**config.mk**
```make
export PLATFORM = sky130hd
export DESIGN_NAME = aes_trig_sched
export DESIGN_NICKNAME = d
export VERILOG_FILES = /design/src/rtl/aes_trig_pkg.sv /design/src/rtl/aes_trig_queue.sv /design/src/rtl/aes_trig_gate.sv /design/src/rtl/aes_trig_arb.sv /design/src/rtl/aes_trig_engine.sv /design/src/rtl/aes_trig_sched.sv
export SDC_FILE = /design/constraint.sdc
export NUM_CORES = 1
export LEC_CHECK = 0
export ABC_AREA = 1
export BUFFER_PORTS_ARGS = -buffer_cell sky130_fd_sc_hd__buf_2
export CAP_MARGIN = 15
export CORE_MARGIN = 1
export CORE_UTILIZATION = 50
export DETAILED_ROUTE_END_ITERATION = 7
export GPL_TIMING_DRIVEN = 0
export PLACE_DENSITY = 0.84
export SYNTH_ARGS = -nofsm -noshare
export SYNTH_HDL_FRONTEND = slang
export SYNTH_SLANG_ARGS = --single-unit
```
**constraint.sdc**
```tcl
create_clock -name clk -period 1.3 [get_ports clk]
set_input_delay 0.26 -clock clk [delete_from_list [all_inputs] [get_ports clk]]
set_output_delay 0.26 -clock clk [all_outputs]
set_load 0.005 [all_outputs]
```
**src/rtl/aes_trig_pkg.sv**
```systemverilog
package aes_trig_pkg;

    typedef enum logic [1:0] {
        SRC_NONE = 2'd0,
        SRC_TXT  = 2'd1,
        SRC_BUF  = 2'd2,
        SRC_MIX  = 2'd3
    } src_e;

    localparam int TRG_W      = 4;
    localparam int TRG_TXT_WR = 0;
    localparam int TRG_TXT_RD = 1;
    localparam int TRG_BUF_Q  = 2;
    localparam int TRG_BUF_1  = 3;

    localparam int GATE_NOW = 0;
    localparam int GATE_DLY = 1;

    typedef struct packed {
        logic fire;
        src_e src;
    } launch_t;

    function automatic int op_cycles(src_e s, int base);
        return (s == SRC_TXT) ? base : base + 1;
    endfunction

endpackage

```
**src/rtl/aes_trig_queue.sv**
```systemverilog
module aes_trig_queue
    import aes_trig_pkg::*;
(
    input  logic             clk,
    input  logic             rst,
    input  logic             abort,
    input  logic             cfg_wr,
    input  logic [TRG_W-1:0] cfg_trig,
    input  logic [1:0]       cfg_src,
    input  logic             ctr_en,
    input  logic             buf3_wr,
    input  logic             q_take,
    output logic [TRG_W-1:0] trig_q,
    output src_e             src_q,
    output logic             pend_eff,
    output logic             buf_full
);
    logic armed_q;
    logic pend_q;
    logic multi_ok;
    logic single_ok;
    logic q_new;

    assign multi_ok  = trig_q[TRG_BUF_Q] & ~ctr_en;
    assign single_ok = trig_q[TRG_BUF_1] & armed_q;
    assign q_new     = buf3_wr & (multi_ok | single_ok);
    assign pend_eff  = pend_q | q_new;
    assign buf_full  = trig_q[TRG_BUF_Q] & pend_q;

    always_ff @(posedge clk) begin
        if (rst || abort) begin
            trig_q  <= '0;
            src_q   <= SRC_NONE;
            armed_q <= 1'b0;
            pend_q  <= 1'b0;
        end else begin
            if (cfg_wr) begin
                trig_q  <= cfg_trig;
                src_q   <= src_e'(cfg_src);
                armed_q <= cfg_trig[TRG_BUF_1];
            end else if (buf3_wr && single_ok) begin
                armed_q <= 1'b0;
            end
            pend_q <= pend_eff & ~q_take;
        end
    end

endmodule

```
**src/rtl/aes_trig_gate.sv**
```systemverilog
module aes_trig_gate
    import aes_trig_pkg::*;
(
    input  logic       clk,
    input  logic       rst,
    input  logic       abort,
    input  logic [1:0] done_act,
    input  logic       cha_done,
    input  logic       cha_last_wr,
    input  logic       fire,
    output logic       gate
);
    logic last_seen_q;
    logic dly_on_q;
    logic cha_done_q;

    assign gate = (done_act[GATE_NOW] & cha_done)
                | (done_act[GATE_DLY] & dly_on_q & cha_done);

    always_ff @(posedge clk) begin
        if (rst || abort) begin
            last_seen_q <= 1'b0;
            dly_on_q    <= 1'b0;
            cha_done_q  <= 1'b0;
        end else begin
            cha_done_q <= cha_done;
            if (cha_last_wr)
                last_seen_q <= 1'b1;
            else if (fire)
                last_seen_q <= 1'b0;
            if (fire && (last_seen_q || cha_last_wr))
                dly_on_q <= 1'b1;
            else if (cha_done_q && !cha_done)
                dly_on_q <= 1'b0;
        end
    end

endmodule

```
**src/rtl/aes_trig_arb.sv**
```systemverilog
module aes_trig_arb
    import aes_trig_pkg::*;
(
    input  logic             idle,
    input  logic             gate,
    input  logic             man_wr,
    input  logic [1:0]       man_op,
    input  logic [TRG_W-1:0] trig_q,
    input  src_e             src_q,
    input  logic             txt3_wr,
    input  logic             txt3_rd,
    input  logic             pend_eff,
    output launch_t          launch,
    output logic             q_take
);
    logic man_ok;
    logic ind_ok;
    logic imm_hit;
    logic que_hit;

    assign man_ok  = idle & man_wr & (man_op != 2'd0);
    assign ind_ok  = idle & ~gate & (src_q != SRC_NONE);
    assign imm_hit = ind_ok & ((trig_q[TRG_TXT_WR] & txt3_wr)
                             | (trig_q[TRG_TXT_RD] & txt3_rd));
    assign que_hit = ind_ok & pend_eff;

    always_comb begin
        launch.fire = 1'b0;
        launch.src  = SRC_NONE;
        q_take      = 1'b0;
        if (man_ok) begin
            launch.fire = 1'b1;
            launch.src  = src_e'(man_op);
        end else if (imm_hit || que_hit) begin
            launch.fire = 1'b1;
            launch.src  = src_q;
            q_take      = que_hit;
        end
    end

endmodule

```
**src/rtl/aes_trig_engine.sv**
```systemverilog
module aes_trig_engine
    import aes_trig_pkg::*;
#(
    parameter int LAT = 12
) (
    input  logic    clk,
    input  logic    rst,
    input  logic    abort,
    input  launch_t launch,
    output logic    start,
    output src_e    start_src,
    output logic    busy,
    output logic    done
);
    localparam int CW = $clog2(LAT + 2);

    logic [CW-1:0] cnt_q;

    always_ff @(posedge clk) begin
        if (rst || abort) begin
            start     <= 1'b0;
            start_src <= SRC_NONE;
            busy      <= 1'b0;
            done      <= 1'b0;
            cnt_q     <= '0;
        end else begin
            start <= launch.fire;
            done  <= 1'b0;
            if (launch.fire) begin
                busy      <= 1'b1;
                start_src <= launch.src;
                cnt_q     <= CW'(op_cycles(launch.src, LAT) - 1);
            end else if (busy) begin
                if (cnt_q == '0) begin
                    busy <= 1'b0;
                    done <= 1'b1;
                end else begin
                    cnt_q <= cnt_q - 1'b1;
                end
            end
        end
    end

    p_start_idle_r1: assert property (@(posedge clk) disable iff (rst)
        start |-> (busy && !$past(busy)));
    p_start_src_r1: assert property (@(posedge clk) disable iff (rst)
        start |-> (start_src != SRC_NONE));
    p_done_end_r7: assert property (@(posedge clk) disable iff (rst)
        done |-> ($past(busy) && !busy));
    p_done_once_r7: assert property (@(posedge clk) disable iff (rst)
        done |=> !done);

endmodule

```
**src/rtl/aes_trig_sched.sv**
```systemverilog
module aes_trig_sched
    import aes_trig_pkg::*;
#(
    parameter int LAT = 12
) (
    input  logic       clk,
    input  logic       rst,
    input  logic       man_wr,
    input  logic [1:0] man_op,
    input  logic       cfg_wr,
    input  logic [3:0] cfg_trig,
    input  logic [1:0] cfg_src,
    input  logic       ctr_en,
    input  logic [1:0] done_act,
    input  logic       cha_done,
    input  logic       cha_last_wr,
    input  logic       txt3_wr,
    input  logic       txt3_rd,
    input  logic       buf3_wr,
    input  logic       abort,
    output logic       start,
    output logic [1:0] start_src,
    output logic       busy,
    output logic       done,
    output logic       buf_full,
    output logic       clr_regs
);
    logic [TRG_W-1:0] trig_q;
    src_e             src_q;
    src_e             src_o;
    logic             pend_eff;
    logic             q_take;
    logic             gate;
    launch_t          launch;

    aes_trig_queue u_queue (
        .clk(clk), .rst(rst), .abort(abort),
        .cfg_wr(cfg_wr), .cfg_trig(cfg_trig), .cfg_src(cfg_src),
        .ctr_en(ctr_en), .buf3_wr(buf3_wr), .q_take(q_take),
        .trig_q(trig_q), .src_q(src_q), .pend_eff(pend_eff),
        .buf_full(buf_full)
    );

    aes_trig_gate u_gate (
        .clk(clk), .rst(rst), .abort(abort),
        .done_act(done_act), .cha_done(cha_done),
        .cha_last_wr(cha_last_wr), .fire(launch.fire), .gate(gate)
    );

    aes_trig_arb u_arb (
        .idle(~busy), .gate(gate), .man_wr(man_wr), .man_op(man_op),
        .trig_q(trig_q), .src_q(src_q), .txt3_wr(txt3_wr),
        .txt3_rd(txt3_rd), .pend_eff(pend_eff),
        .launch(launch), .q_take(q_take)
    );

    aes_trig_engine #(.LAT(LAT)) u_eng (
        .clk(clk), .rst(rst), .abort(abort), .launch(launch),
        .start(start), .start_src(src_o), .busy(busy), .done(done)
    );

    assign start_src = src_o;

    always_ff @(posedge clk) begin
        if (rst) clr_regs <= 1'b0;
        else     clr_regs <= abort;
    end

    p_abort_quiet_r11: assert property (@(posedge clk) disable iff (rst)
        $past(abort) |-> (!busy && !start && !done && !buf_full && clr_regs));
    p_full_consumed_r6: assert property (@(posedge clk) disable iff (rst)
        ($fell(buf_full) && !$past(abort) && !$past(cfg_wr)) |-> start);
    p_gate_blocks_r8: assert property (@(posedge clk) disable iff (rst)
        ($past(done_act[GATE_NOW]) && $past(cha_done) && !$past(man_wr)) |-> !start);

endmodule

```
==> results of run 1 <==
-- final cells by class --
type                       count  area [um^2]  area share [%]
multi-input combinational     96          512            40.6
sequential                    21          430            34.2
timing repair buffer          31          165            13.1
inverter                      23         91.3            7.25
tap                           25         31.3            2.48
clock buffer                   4         26.3            2.09
buffer                         1         3.75           0.298
-- worst max-delay path: cells and delay by family, from the launching register on --
family,cells,cell delay [ns]
compound gates,1,0.03
simple gates,7,0.82
flops,1,0.35
-- final timing paths --
check        slack [ns]                        endpoint  cells after the start
max             -0.0007     u_eng.cnt_q[0]$_SDFFE_PP0P_                      8
min                0.14             clr_regs$_SDFF_PP0_                      2
max reg2reg     -0.0007     u_eng.cnt_q[0]$_SDFFE_PP0P_                      8
min reg2reg        0.47  u_queue.trig_q[1]$_SDFFE_PP0P_                      2
-- stage by stage --
step	total power, uW	hold WS, ns	setup WS (ns)	TNS (ns)	std cells
finish	1220	0.142	-0.000667	-0.000667	201
global route	1280	0.124	-0.0354	-0.0824	201
CTS	1190	0.140	0.00240	0	197
detailed placement	891	0.460	0.0133	0	193
global placement	881	0.445	0.0565	0	193
floorplan	818	0.331	0.160	0	141
-- per-layer routing --
metal	global-route usage [%]	vias up
li1	-	523
met3	5.88	4
met1	26.8	471
met4	9.41	0
met2	37.2	41
met5	0	-
-- what timing repair did --
item / 4_1_cts / 5_1_grt
pin swaps: 0 / 8
gates cloned: 0 / 0
hold buffers: 0 / 0
buffers inserted: 0 / 4
resized for setup: 1 / 16
setup endpoints to repair: 1 / 6
-- Yosys cell counts --
cell type and n:
inv_4 1, o21ai_0 4, a21oi_2 1, nand3_2 1, ha_1 1, nand3_1 8
xnor2_1 1, o22ai_1 1, nand2_2 2, inv_1 19, o21ai_1 3, clkbuf_1 1
nor2_4 2, nor3_1 3, nand2_1 38, dfxtp_1 21, inv_2 3, a21oi_1 12
nand3_4 1, a31oi_1 1, nor2_2 2, nor2_1 11, nand4_1 4
-- power by group --
group	total (uW)	leakage, uW	internal [uW]	switching [uW]
combinational	222	0.000419	89.6	133
sequential	683	0.000174	666	17.2
clock	312	0.0000150	120	192
-- logic make-up (layout without fill, tap and decap cells) --
kind of cell	count (synthesis)	after routing
adder cells (fa/ha/maj)	1	1
AND/OR/NAND/NOR	72	72
AO/OA/AOI/OAI	22	22
flip-flops	21	21
buffers and inverters	24	59
XOR/XNOR	1	1
-- state kept, by name (all words and copies together) (netlist names) --
register / flops
clr_regs: 1
u_queue.src_q: 2
u_eng.busy: 1
u_eng.start_src: 2
u_eng.start: 1
u_queue.armed_q: 1
u_queue.trig_q: 4
u_queue.pend_q: 1
u_gate.dly_on_q: 1
u_gate.last_seen_q: 1
u_eng.done: 1
u_eng.cnt_q: 4
u_gate.cha_done_q: 1
==> impl_metrics.env, run 1 <==
export IMPL_path_cells="nand3_2, nand2_1, nor2_1, nand2_1, nand2_1, nand4_1, nand2_1, a21oi_2"
export IMPL_vias=1039
export IMPL_core_mm2=0.00178
export IMPL_clk_latency_ns=0.31
export IMPL_violations="setup timing"
export IMPL_timing_worst_slew_pin_value_ns=0.437
export IMPL_ios=28
export IMPL_finalWirelength_mm=2.33
export IMPL_dieArea_mm2=0.00216
export IMPL_antenna_cells=0
export IMPL_crit_path_end_kind="register"
export IMPL_fill_cells=162
export IMPL_final_max_slew_violation_count=0
export IMPL_die_height_um=46.5
export IMPL_fin_crit_sh_pct=100
export IMPL_vias_per_cell=5.17
export IMPL_antenna_found_initial=0
export IMPL_yosysSeqAreaShare_pct=42.5
export IMPL_setup_violations=1
export IMPL_arrival_ns=1.51
export IMPL_cts_made_buffers=3
export IMPL_initial_core_util_pct=55.5
export IMPL_fin_crit_ns=1.30
export IMPL_vdd_ir_drop_max_mv=0.727
export IMPL_cp_max_fo=3
export IMPL_place_congestion=0.864
export IMPL_final_common_cell="nand2_1"
export IMPL_critPathSlowestCell="dfxtp_1"
export IMPL_syn_nets=163
export IMPL_cts_root_buf="clkbuf_4"
export IMPL_cap_violations=0
export IMPL_synth_xor_area_share_pct=0.885
export IMPL_fmax_ghz=0.769
export IMPL_dr_wl_met3_um=129
export IMPL_power_density_mw_per_mm2=967
export IMPL_syn_inst=141
export IMPL_drive_above_1_share_pct=34.7
export IMPL_rows=15
export IMPL_area_growth_pct=27.3
export IMPL_clockBufferDepth=2
export IMPL_hold_viol=0
export IMPL_cts_num_sinks=21
export IMPL_startpoint_type="register"
export IMPL_synth_compound_area_share_pct=11.8
export IMPL_htree_levels=1
export IMPL_synth_fa_ha_area_share_pct=1.26
export IMPL_setup_ws_ns=-0.000667
export IMPL_synth_distinct_cells=23
export IMPL_die_width_um=46.5
export IMPL_grtUsageTotal_pct=22.4
export IMPL_yosys_warnings=0
export IMPL_wire_per_inst_um=11.6
export IMPL_synthMuxAreaShare_pct=0
export IMPL_clkTransAtPathRegs_ns=0.11
export IMPL_wl_met1_mm=1.04
export IMPL_place_area_mm2=0.00116
export IMPL_grt_pass1_vias=873
export IMPL_layout_common_cells="34 x nand2_1, 27 x buf_2, 19 x inv_1, 17 x dfxtp_1, 11 x nor2_1"
export IMPL_startpoint="u_queue.trig_q[3]$_SDFFE_PP0P_"
export IMPL_critPathKind="reg2reg"
export IMPL_detail_route_antenna_nets=0
export IMPL_path_common_cell="nand2_1"
export IMPL_status="complete, but fails checks"
export IMPL_layout_nets=199
export IMPL_cp_required_ns=1.50
export IMPL_skew_ns=0.00659
export IMPL_reg2reg_from="u_queue.trig_q[3]$_SDFFE_PP0P_"
export IMPL_maxSlewHeadroom_pct=70.9
export IMPL_detailedRoute_firstIterationViolations=49
export IMPL_p_leak_uw=0.000608
export IMPL_synth_top_cell_area_share_pct=42.5
export IMPL_first_pass_iters=4
export IMPL_grt_max_degree=12
export IMPL_gr_total_overflow=0
export IMPL_utilization_pct=70.7
export IMPL_dp_hpwl_mm=1.57
export IMPL_place_port_buffers=27
export IMPL_dr_max_layer_used="met4"
export IMPL_met2WireLength_mm=1.13
export IMPL_yosysTopAreaCell="dfxtp_1"
export IMPL_synth_top_family_by_area="simple AND/OR/NAND/NOR gates"
export IMPL_worstHoldPathType="in2reg"
export IMPL_synthSimpleGateAreaFrac_pct=34.3
export IMPL_synthTopCellsByArea="dfxtp_1 42%, nand2_1 14%, inv_1 7.2%"
export IMPL_design_area_mm2=0.00126
export IMPL_drc=0
export IMPL_cts_tree="yes"
export IMPL_avgSynthCellArea_um2=7.02
export IMPL_grt_pass1_wl_mm=3.42
export IMPL_hp_start="rst"
export IMPL_ys_ff_latch=21
export IMPL_cpPeakStageDelay_ns=0.35
export IMPL_synth_area_um2=990
Power figures use the tool's default switching activity.
==> inputs of run 2 (changes only) <==
--- a/config.mk
+++ b/config.mk
@@ -6,13 +6,13 @@
 export NUM_CORES = 1
 export LEC_CHECK = 0
 export ABC_AREA = 1
-export BUFFER_PORTS_ARGS = -buffer_cell sky130_fd_sc_hd__buf_2
 export CAP_MARGIN = 15
 export CORE_MARGIN = 1
-export CORE_UTILIZATION = 50
+export CORE_UTILIZATION = 57
 export DETAILED_ROUTE_END_ITERATION = 7
+export DONT_BUFFER_PORTS = 1
 export GPL_TIMING_DRIVEN = 0
-export PLACE_DENSITY = 0.84
+export PLACE_DENSITY = 0.79
 export SYNTH_ARGS = -nofsm -noshare
 export SYNTH_HDL_FRONTEND = slang
 export SYNTH_SLANG_ARGS = --single-unit
==> run 2 against run 1 <==
Against the previous run:
- the run ends with DRC left
- sequential power hardly changed
- critical path depth unchanged
- critical path type unchanged
- first-iteration DRC count fell by 51%
- count of clock-buffer cells in the layout down 1
- clock skew decreased by 0.0010 ns
- sequential share of layout area is 5.3 points higher
- flip-flop and latch count stayed put
- combinational power decreased by 27%
==> impl_metrics.env, run 2 (synthesized netlist as in run 1, its figures left out) <==
export IMPL_first_pass_iters=6
export IMPL_design_area_mm2=0.00108
export IMPL_place_port_buffers=0
export IMPL_layout_common_cells="36 x nand2_1, 19 x inv_1, 18 x dfxtp_1, 12 x a21oi_1, 10 x nor2_1"
export IMPL_register_area_um2=427
export IMPL_clkTransAtPathRegs_ns=0.11
export IMPL_tns_ns=0
export IMPL_rr_worst_depth=8
export IMPL_antenna_cells=0
export IMPL_fin_crit_sh_pct=93.2
export IMPL_reg2reg_from="u_eng.busy$_SDFF_PP0_"
export IMPL_rows=14
export IMPL_final_cell_count_no_fill=162
export IMPL_dpl_cell_count=157
export IMPL_critPathSlowestCell="dfxtp_4"
export IMPL_power_density_mw_per_mm2=1070
export IMPL_min_to="clr_regs$_SDFF_PP0_"
export IMPL_r2r_setup_slack_ns=0.09
export IMPL_wire_per_inst_um=11.6
export IMPL_timing_worst_slew_pin_value_ns=0.423
export IMPL_vias=900
export IMPL_cts_num_sinks=21
export IMPL_finalWirelength_mm=1.88
export IMPL_place_congestion=0.777
export IMPL_cts_root_buf="clkbuf_4"
export IMPL_crit_path_end_kind="register"
export IMPL_r2r_end="u_eng.start_src[0]$_SDFFE_PP0P_"
export IMPL_cts_tree="yes"
export IMPL_multi_input_area_um2=504
export IMPL_worstHoldPathType="in2reg"
export IMPL_dieArea_mm2=0.00191
export IMPL_setup_violations=0
export IMPL_clk_latency_ns=0.31
export IMPL_fill_cells=140
export IMPL_initial_core_util_pct=63.5
export IMPL_cpPeakStageDelay_ns=0.39
export IMPL_crit_buf_inv=2
export IMPL_skew_ns=0.00559
export IMPL_detail_route_antenna_nets=0
export IMPL_setup_ws_ns=0.0887
export IMPL_critPathKind="reg2reg"
export IMPL_fmax_ghz=0.826
export IMPL_cp_required_ns=1.50
export IMPL_place_ws_ns=0.0180
export IMPL_vdd_ir_drop_max_mv=0.820
export IMPL_hold_viol=0
export IMPL_hold_depth=2
export IMPL_grt_pass1_wl_mm=3.08
export IMPL_place_area_mm2=0.00101
export IMPL_fin_crit_ns=1.21
export IMPL_status="complete, but fails checks"
export IMPL_die_width_um=43.7
export IMPL_detailedRoute_firstIterationViolations=24
export IMPL_rsz0062_at_grt="no"
export IMPL_violations="DRC"
export IMPL_cap_violations=0
export IMPL_maxSlewHeadroom_pct=71.8
export IMPL_path_cells="inv_2, o21ai_1, nor2_2, nand2_2, nand3_4, inv_4, a21oi_1, nor2_1"
export IMPL_htree_levels=1
export IMPL_ios=28
export IMPL_cp_max_fo=6
export IMPL_grt_max_degree=13
export IMPL_core_mm2=0.00156
export IMPL_vias_per_cell=5.56
export IMPL_utilization_pct=69.3
export IMPL_drc=2
export IMPL_final_max_slew_violation_count=0
export IMPL_gr_total_overflow=0
export IMPL_layout_nets=169
export IMPL_die_height_um=43.7
export IMPL_cts_made_buffers=3
export IMPL_hp_start="abort"
export IMPL_area_growth_pct=9.23
export IMPL_final_common_cell="nand2_1"
export IMPL_arrival_ns=1.41
export IMPL_drive_above_1_share_pct=17.1
export IMPL_cts_setup_buffers=0
export IMPL_grt_pass1_vias=805
export IMPL_p_leak_uw=0.000490
export IMPL_top_regs="u_eng.cnt_q x4, u_queue.trig_q x4"
export IMPL_path_delay_family="flip-flops"
export IMPL_startpoint_type="register"
export IMPL_dp_hpwl_mm=1.43
export IMPL_grtUsageTotal_pct=22.1
export IMPL_antenna_found_initial=0
export IMPL_clockBufferDepth=2
==> run 2: metrics by stage <==
step / total power [uW] / hold WS, ns
2_1_floorplan: 818 / 0.331
3_3_place_gp: 840 / 0.333
3_5_place_dp: 846 / 0.334
4_1_cts: 1160 / 0.0301
5_1_grt: 1220 / 0.0339
6_report: 1160 / 0.0443
==> run 2: power breakdown <==
part           internal [uW]  total (uW)  switching (uW)
clock                    115         308             193
combinational           60.6         163             103
sequential               668         685            18.0
total                    843        1160             314
==> run 2: area by class of cell <==
type	instances	area share (%)
inverter	23	8.22
timing repair buffer	1	0.926
buffer	1	0.347
multi-input combinational	96	46.6
clock buffer	3	2.08
tap	16	1.85
clock inverter	1	0.463
sequential	21	39.5
==> run 2: timing repair <==
action                     in CTS  in global routing
setup endpoints to repair       2                  5
resized for setup               2                  9
hold endpoints to repair        1                  0
pin swaps                       0                  2
hold buffers                    1                  0
==> run 2: worst max path at each step <==
| stage | depth (start not counted) | to | startpoint |
|---|---|---|---|
| after CTS | 7 | u_eng.cnt_q[0]$_SDFFE_PP0P_ | u_eng.cnt_q[0]$_SDFFE_PP0P_ |
| after detailed placement | 7 | u_eng.cnt_q[0]$_SDFFE_PP0P_ | u_eng.cnt_q[0]$_SDFFE_PP0P_ |
| after global routing | 8 | u_eng.cnt_q[2]$_SDFFE_PP0P_ | u_eng.busy$_SDFF_PP0_ |
| after global placement | 8 | u_eng.cnt_q[2]$_SDFFE_PP0P_ | u_eng.busy$_SDFF_PP0_ |
| final | 8 | u_eng.start_src[0]$_SDFFE_PP0P_ | u_eng.busy$_SDFF_PP0_ |
| after floorplan | 7 | u_eng.cnt_q[2]$_SDFFE_PP0P_ | u_eng.cnt_q[0]$_SDFFE_PP0P_ |
==> run 2: worst reg2reg max path: cells and delay by family, from the launching register on <==
| family | cells | cell delay, ns |
|---|---|---|
| compound gates | 2 | 0.20 |
| simple gates | 4 | 0.39 |
| flops | 1 | 0.39 |
| buf+inv | 2 | 0.14 |
==> run 2: metal layers <==
layer / global-route usage [%] / wire length [um]
met1: 26.2 / 834
met2: 37.0 / 870
met3: 7.08 / 145
met4: 8.13 / 28
met5: 0 / 0
==> inputs of run 3 (changes only) <==
==> constraint.sdc (replaced) <==
create_clock -name clk -period 1.3 [get_ports clk]
set_input_delay 0.13 -clock clk [delete_from_list [all_inputs] [get_ports clk]]
set_output_delay 0.13 -clock clk [all_outputs]
set_load 0.005 [all_outputs]
==> run 3 against run 2 <==
Against the previous run:
- the run still ends with DRC left
- sequential share of layout area is 4.1 points lower
- count of clock-buffer cells in the layout unchanged
- worst setup slack lost 0.0015 ns
- total power increased by 3.3%
- flip-flop and latch count unchanged
- design area rose by 12%
- utilization is 8.1 points higher
- critical path depth is 3 lower
- maximum frequency down 0.13%
- first-iteration DRC count up 38%
- via count grew 6.6%
- critical path type is now in2reg
- critical endpoint is now u_eng.done$_SDFF_PP0_
- largest cell class unchanged
- largest power group unchanged
==> impl_metrics.env, run 3 (synthesized netlist as in run 1, its figures left out) <==
export IMPL_status="complete, but fails checks"
export IMPL_violations="DRC"
export IMPL_power_density_mw_per_mm2=990
export IMPL_drc=2
export IMPL_fin_crit_sh_pct=93.3
export IMPL_grt_pass1_vias=864
export IMPL_worstHoldPathType="in2reg"
export IMPL_area_growth_pct=22.0
export IMPL_antenna_found_initial=0
export IMPL_clockBufferDepth=2
export IMPL_fill_cells=122
export IMPL_fin_crit_ns=1.21
export IMPL_dp_hpwl_mm=1.43
export IMPL_crit_path_end_kind="register"
export IMPL_wire_per_inst_um=12.2
export IMPL_cts_root_buf="clkbuf_4"
export IMPL_detailedRoute_firstIterationViolations=33
export IMPL_rsz0062_at_grt="no"
export IMPL_final_common_cell="nand2_1"
export IMPL_finalWirelength_mm=2.14
export IMPL_htree_levels=1
export IMPL_grt_pass1_wl_mm=3.37
export IMPL_cp_max_fo=10
export IMPL_first_pass_iters=6
export IMPL_setup_violations=0
export IMPL_vias_per_cell=5.48
export IMPL_initial_core_util_pct=63.5
export IMPL_drive_above_1_share_pct=18.2
export IMPL_gr_total_overflow=0
export IMPL_hold_viol=0
export IMPL_tns_ns=0
export IMPL_layout_common_cells="36 x nand2_1, 19 x inv_1, 18 x dfxtp_1, 12 x a21oi_1"
export IMPL_maxSlewHeadroom_pct=82.4
export IMPL_rows=14
export IMPL_clkTransAtPathRegs_ns=0.11
export IMPL_cpPeakStageDelay_ns=0.59
export IMPL_detail_route_antenna_nets=0
export IMPL_grtUsageTotal_pct=24.0
export IMPL_register_area_um2=427
export IMPL_ios=28
export IMPL_p_leak_uw=0.000559
export IMPL_core_mm2=0.00156
export IMPL_die_height_um=43.7
export IMPL_layout_nets=182
export IMPL_cap_violations=0
export IMPL_fmax_ghz=0.825
export IMPL_final_max_slew_violation_count=0
export IMPL_dieArea_mm2=0.00191
export IMPL_startpoint_type="primary input"
export IMPL_vias=959
export IMPL_arrival_ns=1.44
export IMPL_timing_worst_slew_pin_value_ns=0.262
export IMPL_cts_tree="yes"
export IMPL_cts_made_buffers=3
export IMPL_clk_latency_ns=0.31
export IMPL_r2r_setup_slack_ns=0.10
export IMPL_multi_input_area_um2=504
export IMPL_antenna_cells=0
export IMPL_die_width_um=43.7
export IMPL_grt_max_degree=13
export IMPL_vdd_ir_drop_max_mv=0.833
export IMPL_crit_buf_inv=3
export IMPL_critPathSlowestCell="dlygate4sd3_1"
export IMPL_path_delay_family="buffers and inverters"
export IMPL_place_port_buffers=0
export IMPL_place_ws_ns=0.0180
export IMPL_cts_num_sinks=21
export IMPL_skew_ns=0.00744
export IMPL_critPathKind="in2reg"
export IMPL_setup_ws_ns=0.0872
export IMPL_path_cells="dlygate4sd3_1, nor2_4, inv_1, clkbuf_2, nor3_1"
export IMPL_cp_required_ns=1.53
export IMPL_place_congestion=0.777
export IMPL_top_regs="u_eng.cnt_q x4, u_queue.trig_q x4"
run 3: cell count changes in the layout (fill, tap and decap cells not counted), sizes merged:
cell	previous run	this run
dlygate4sd3	1	10
buf	0	3
dlymetal6s4s	0	1
run 3: metal layers:
layer  up-vias  GRT usage [%]  share of wire [%]
met5         -              0                  0
met4         0           8.13                1.3
met3         5           7.08                8.1
met2        41           40.6                 47
met1       427           28.9                 44
li1        486              -                  -
run 3: worst paths after layout:
path	startpoint	to	cells after the start
max	rst	u_eng.done$_SDFF_PP0_	5
min	cfg_src[1]	u_queue.src_q[1]$_SDFFE_PP0P_	2
min reg2reg	u_queue.trig_q[0]$_SDFFE_PP0P_	u_queue.trig_q[0]$_SDFFE_PP0P_	2
max reg2reg	u_eng.busy$_SDFF_PP0_	u_eng.cnt_q[2]$_SDFFE_PP0P_	8
run 3: power by group:
| group | switching (uW) | internal, uW | total [uW] |
|---|---|---|---|
| logic | 114 | 86.5 | 201 |
| registers | 18.5 | 668 | 686 |
| clock network | 193 | 115 | 308 |
run 3: layout make-up:
| type | count | area share [%] |
|---|---|---|
| Inverter | 23 | 7.36 |
| Timing Repair Buffer | 14 | 11.2 |
| Clock inverter | 1 | 0.415 |
| Buffer | 1 | 0.415 |
| Tap cell | 16 | 1.66 |
| Clock buffer | 3 | 1.87 |
| Sequential cell | 21 | 35.3 |
| Multi-Input combinational cell | 96 | 41.8 |
run 3: what timing repair did:
item,in CTS,in global routing
hold buffers,11,0
pin swaps,0,3
cloned,0,0
buffers inserted,0,3
endpoints found under the hold margin,14,0
setup endpoints to repair,2,7
resized for setup,2,12
run 3: through the flow:
step / hold WS (ns) / cell area [um^2] / power (uW) / util, % / instances
2_1_floorplan: 0.201 / 990 / 818 / - / 141
3_3_place_gp: 0.203 / 1010 / 840 / 64.8 / 157
3_5_place_dp: 0.204 / 1010 / 846 / 64.8 / 157
4_1_cts: 0.0120 / 1150 / 1180 / 73.8 / 172
5_1_grt: 0.00411 / 1210 / 1250 / 77.4 / 175
6_report: 0.0167 / 1210 / 1200 / 77.4 / 175
